## src/rtl/bitbal_pkg.sv

```systemverilog
package bitbal_pkg;

   // state encoding: bit 2 marks an absorbing (decided) state
   typedef enum logic [2:0] {
      ST_EVEN  = 3'd0,   // zeros == ones
      ST_ZUP   = 3'd1,   // zeros lead by one
      ST_OUP   = 3'd2,   // ones lead by one
      ST_ZWON  = 3'd4,   // zeros reached a lead of two
      ST_OWON  = 3'd5    // ones reached a lead of two
   } bb_state_e;

   localparam int unsigned BB_STATE_W = 3;
   localparam int unsigned BB_VERD_W  = 2;

   localparam logic [BB_VERD_W-1:0] VERD_OPEN  = 2'b00;
   localparam logic [BB_VERD_W-1:0] VERD_ZEROS = 2'b10;
   localparam logic [BB_VERD_W-1:0] VERD_ONES  = 2'b01;

endpackage

```

## src/rtl/bitbal_step.sv

```systemverilog
module bitbal_step
   import bitbal_pkg::*;
(
   input  bb_state_e                cur_st,
   input  logic                     take,
   input  logic                     bit_val,
   output bb_state_e                nxt_st,
   output logic [BB_VERD_W-1:0]     verd
);

   // next state of the balance walk
   always_comb begin
      nxt_st = cur_st;
      unique case (cur_st)
         ST_EVEN: if (take) nxt_st = bit_val ? ST_OUP  : ST_ZUP;
         ST_ZUP:  if (take) nxt_st = bit_val ? ST_EVEN : ST_ZWON;
         ST_OUP:  if (take) nxt_st = bit_val ? ST_OWON : ST_EVEN;
         ST_ZWON: nxt_st = ST_ZWON;
         ST_OWON: nxt_st = ST_OWON;
         default: nxt_st = ST_EVEN;
      endcase
   end

   // Mealy verdict: decode the state about to be stored, so the deciding
   // bit shows up in its own cycle; absorbing states map onto themselves
   always_comb begin
      unique case (nxt_st)
         ST_ZWON: verd = VERD_ZEROS;
         ST_OWON: verd = VERD_ONES;
         default: verd = VERD_OPEN;
      endcase
   end

endmodule

```

## src/rtl/bitbal_state.sv

```systemverilog
module bitbal_state
   import bitbal_pkg::*;
#(
   parameter bb_state_e RESET_ST = ST_EVEN
)(
   input  logic      clk,
   input  logic      rst,
   input  bb_state_e d,
   output bb_state_e q
);

   initial begin
      assert (RESET_ST == ST_EVEN)
         else $error("bitbal_state: reset state must be the balanced state");
   end

   always_ff @(posedge clk) begin
      if (rst) q <= RESET_ST;
      else     q <= d;
   end

endmodule

```

## src/rtl/bitbal_detect.sv

```systemverilog
module bitbal_detect
   import bitbal_pkg::*;
#(
   parameter int unsigned VERDICT_W = 2
)(
   input  logic                 clk,
   input  logic                 rst,
   input  logic                 in_valid,
   input  logic                 in_bit,
   output logic [VERDICT_W-1:0] verdict
);

   localparam int unsigned ST_W = $bits(bb_state_e);

   initial begin
      assert (VERDICT_W == BB_VERD_W)
         else $error("bitbal_detect: VERDICT_W must be %0d", BB_VERD_W);
      assert (ST_W == BB_STATE_W)
         else $error("bitbal_detect: state width mismatch");
   end

   bb_state_e                 state_q;
   bb_state_e                 state_d;
   logic [BB_VERD_W-1:0]      verd_c;

   bitbal_step step_i (
      .cur_st  (state_q),
      .take    (in_valid),
      .bit_val (in_bit),
      .nxt_st  (state_d),
      .verd    (verd_c)
   );

   bitbal_state #(.RESET_ST(ST_EVEN)) reg_i (
      .clk (clk),
      .rst (rst),
      .d   (state_d),
      .q   (state_q)
   );

   assign verdict = verd_c;

endmodule

```

## config.mk

```make
export PLATFORM = sky130hd
export DESIGN_NAME = bitbal_detect
export DESIGN_NICKNAME = d
export VERILOG_FILES = /design/src/rtl/bitbal_pkg.sv /design/src/rtl/bitbal_step.sv /design/src/rtl/bitbal_state.sv /design/src/rtl/bitbal_detect.sv
export SDC_FILE = /design/constraint.sdc
export NUM_CORES = 1
export LEC_CHECK = 0
export ABC_AREA = 0
export BUFFER_PORTS_ARGS = -buffer_cell sky130_fd_sc_hd__buf_2
export CORE_AREA = 2 2 39 41
export CTS_CLUSTER_DIAMETER = 30
export DETAILED_ROUTE_END_ITERATION = 8
export DIE_AREA = 0 0 41 43
export GPL_TIMING_DRIVEN = 0
export PLACE_DENSITY_LB_ADDON = 0.3
export SLEW_MARGIN = 20
export SYNTH_ARGS = -nofsm -noshare
export SYNTH_HDL_FRONTEND = slang
export SYNTH_SLANG_ARGS = --single-unit
export TNS_END_PERCENT = 1
```

## constraint.sdc

```tcl
create_clock -name clk -period 3.1 [get_ports clk]
set_input_delay 0.62 -clock clk [delete_from_list [all_inputs] [get_ports clk]]
set_output_delay 0.62 -clock clk [all_outputs]
set_load 0.01 [all_outputs]
```

======== After elaboration in Yosys (flattened, before gate mapping) ========
Index checks and enable logic that the tools add are counted.
word-level totals
  register bits ........................... 3
  bits in latches ......................... 0
  RAM bits ................................ 0
  ROM bits ................................ 0
  bits of input ports ..................... 4
  output and inout bits ................... 2
  logic and storage cells ................. 16
  memories kept ........................... 0
operators by class
  $add $sub $neg .......................... 0
  multiply operators ...................... 0
  divide/modulo/power cells ............... 0
  magnitude comparators ................... 0
  equal/unequal tests ..................... 6
  shifts and indexed selects .............. 0
  mux-type cells .......................... 8
  bitwise gates (word level) .............. 0
  reduce and logical (&&, ||, !) cells .... 1
operator list
  cell                                                                   number
  3-bit two-way mux                                                      5
  3-bit one-hot mux with 5 select lines                                  1
  3-bit equality test, second input constant                             4
  2-bit one-hot mux with 2 select lines                                  1
  3-bit by 1-bit equality test with 1-bit output, second input constant  1
  3-bit by 2-bit equality test with 1-bit output, second input constant  1
  3-bit logical NOT                                                      1
  2-bit two-way mux                                                      1

======== Longest topological paths before layout ========
  word-level depth ........................ 5
  depth in mapped cells ................... 3
  gate-level depth less buffers ........... 3

======== Cells and area by module ========
From an unflattened synthesis, not the netlist that was laid out.
unflattened totals
  cell total of the unflattened synthesis .. 23
  area, all modules ....................... 185.2 µm²
modules (own cells, without submodules)
  module        instances  cells each  area an instance (µm²)  seq. area each (µm²)
  bitbal_step   1          17          106.4                   0.0
  bitbal_state  1          6           78.8                    60.1

======== Worst setup path before layout ========
OpenSTA, ideal clock, no wires.
  kind .................................... input to output
  start ................................... input port in_bit
  end ..................................... output port verdict[0]
  arrival ................................. 1,240 ps
  data required time ...................... 2,480 ps
  path slack .............................. 1,240 ps
  stages .................................. 3
  buffers on the path ..................... 0
  path through ............................ inv_1 > or4_1 > nand2_1
between the ends
  word-level cells in the longest chain between the ends .. 5
  elaborated cells between the ends (all ways) .. 10
  those cells by class .................... 2 x eq/ne; 8 x mux
RTL lines
  item                                       line                                                     source
  start, declared                            bitbal_detect.sv:9                                       input logic in_bit,
  3-bit two-way mux (tied with other cells)  bitbal_step.sv:17                                        ST_OUP: if (take) nxt_st = bit_val ? ST_OWON : ST_EVEN;
  3-bit two-way mux (on tied branches)       bitbal_step.sv:17, bitbal_step.sv:15, bitbal_step.sv:16
  3-bit one-hot mux with 5 select lines *    bitbal_step.sv:14                                        unique case (cur_st)
  3-bit equality test                        bitbal_step.sv:27                                        unique case (nxt_st)
  2-bit one-hot mux with 2 select lines *    bitbal_step.sv:27
  end, declared                              bitbal_detect.sv:10                                      output logic [VERDICT_W-1:0] verdict
Mark *: on every way between the ends. The rest lies on a longest branch, timed or not.

======== Worst setup path after layout ========
Same ends and word-level chain as after synthesis.

==> qor.txt <==
initial antenna violation count: 0
commonest non-fill, non-tap cell in the layout: buf_2
WP data required: 2480 ps
fin crit period: 2110 ps
Mean Syn Cell Area: 8.30 µm²
worst clock skew: 0.158 ps
leakage power: 0.111 nW
die footprint: 1760 µm²
YS warnings: 0
Residual DRC: 0
register area share after synthesis: 32.9%
post-synthesis cell count: 22
final hold vios: 0
Final Max Tran Viols: 0
Slowest-stage cell, CP: or4_1
Root Buffer: clkbuf_4
hold_buf cts: 0
die height: 43 µm
leading registers by flop count: reg_i.q (3)
Max stage delay on crit path: 500 ps
Final TNS setup: 0 ps
clk_lat worst skew: 230 ps
distinct cell type count after synthesis: 13
global placer's final weighted congestion: 0.681
CP endpoint kind: output port
number of core rows: 14
CP Class: in2out
die width: 41 µm
# diodes: 0
PostCTS Resize Cnt: 0
status: finished, final reports clean
clock sinks: 3
maximum buffer depth of the clock tree: 2
crit-path max FO: 4
Most common cell on crit path: buf_2
fraction of layout cells with a size suffix above 1: 32.3%
FF+latch count, synth: 3
WL final: 406 µm
RSZ-0062 raised after global routing: no
fmax: 0.475 GHz
global-route wire length before repair: 607 µm
antenna-violating nets left: 0
crit path DAT: 1490 ps
post-synth top area cell: dfxtp_1
Max Cap Viol: 0
total CTS buffers: 3
Startpoint Class: input pin
vias in the first global route: 167
Vias: 168
max reg flops: 3
final worst slack: 993 ps
Area contributors post-synth: dfxtp_1 33%, mux2i_1 11%, nor2b_1 10%
routed vias/inst: 3.57
H-tree levels: 1
DRT iter0 DRCs: 3
Biggest register: reg_i.q
Initial Utilization: 13.2%
VDD IR-drop max: 129 µV
Area Overhead vs Synth: 39.0%
I/O pin count: 6
core area: 1380 µm²
hpwl dp: 310 µm
commonest cells after routing, fill and taps aside: 5 x buf_2, 3 x nor2b_1, 3 x nand2_1, 3 x clkbuf_4, 3 x dfxtp_1
largest net degree at the start of global routing: 7
Overflow after GRT: 0
per-cell routed wire length: 8.64 µm
Hold Crit Class: reg2reg
Util after Layout: 18.4%
syn nets: 26
Tcrit/Tclk final: 68.0%
CTS tree: yes
DRT Pass-1 Iters: 2
clk slew on worst S/H paths: 40 ps
pwr dens: 511 nW/µm²
post-synth top area share: 32.9%
IO Port Bufs: 5
GRT Overall Usage: 5.62%
synthesized area: 183 µm²
Worst slew margin: 86.2%
Fill cells: 160
slew of the pin with the lowest slew margin: 206 ps
final setup fails: 0
# Post-CTS Setup Buffers: 0
nets: 36
CP Cell Sequence: buf_2 -> inv_1 -> or4_1 -> nand2_1 -> buf_2
DP Worst Slack: 994 ps
power breakdown:
group | internal (mW) | switching [mW] | total, mW
logic | 0.00892 | 0.00820 | 0.0171
registers | 0.0414 | 0.00370 | 0.0451
clock network | 0.0482 | 0.0194 | 0.0676
total | 0.0985 | 0.0313 | 0.130
layout make-up:
class	instances	area, µm²	share of cell area, %
inverters	2	7.51	2.96
clock buffers	4	26.3	10.3
repair buffers	5	25.0	9.85
well taps	16	20.0	7.88
multi-input cells	17	115	45.3
flip-flops and latches	3	60.1	23.6
synthesized netlist by cell type, drive strengths merged:
cell type	instances
nor2b	3
nand2b	1
nand2	3
nor3b	1
a21oi	2
or4	2
mux2i	2
nor4	1
inv	2
nor2	1
dfxtp	3
a32oi	1
cell families after synthesis:
family / synth area share [%]
AND/OR/NAND/NOR: 41.8
AO/OA/AOI/OAI: 10.3
flip-flops: 32.9
multiplexers: 11.0
buffers and inverters: 4.11
routing by layer:
layer	share of wire (%)	routed length [µm]	track usage, %
met3	9.1	37	1.57
met4	0	0	8.00
met1	51	209	6.75
met5	0	0	0
met2	39	158	6.25
critical path, delay by kind of cell:
kind | cells | cell delay [ps]
buffers and inverters | 3 | 280
and+or+nand+nor | 2 | 580
path summary, 6_finish.rpt:
path / cells past startpoint / slack, ps / end / start
min reg2reg: 1 / 520 / reg_i.q[1] / reg_i.q[0]
max: 5 / 990 / verdict[0] / in_bit
max reg2reg: 3 / 1880 / reg_i.q[0] / reg_i.q[2]
min: 1 / 520 / reg_i.q[1] / reg_i.q[0]
per-stage QoR:
step / instances / area [µm²] / power, mW / hold WS [ps]
2_1_floorplan: 22 / 183 / 0.0559 / 463
3_3_place_gp: 43 / 228 / 0.0631 / 520
3_5_place_dp: 43 / 228 / 0.0630 / 526
4_1_cts: 47 / 254 / 0.135 / 528
5_1_grt: 47 / 254 / 0.139 / 536
6_report: 47 / 254 / 0.130 / 525
No activity file was read; power rests on OpenSTA's default activity.
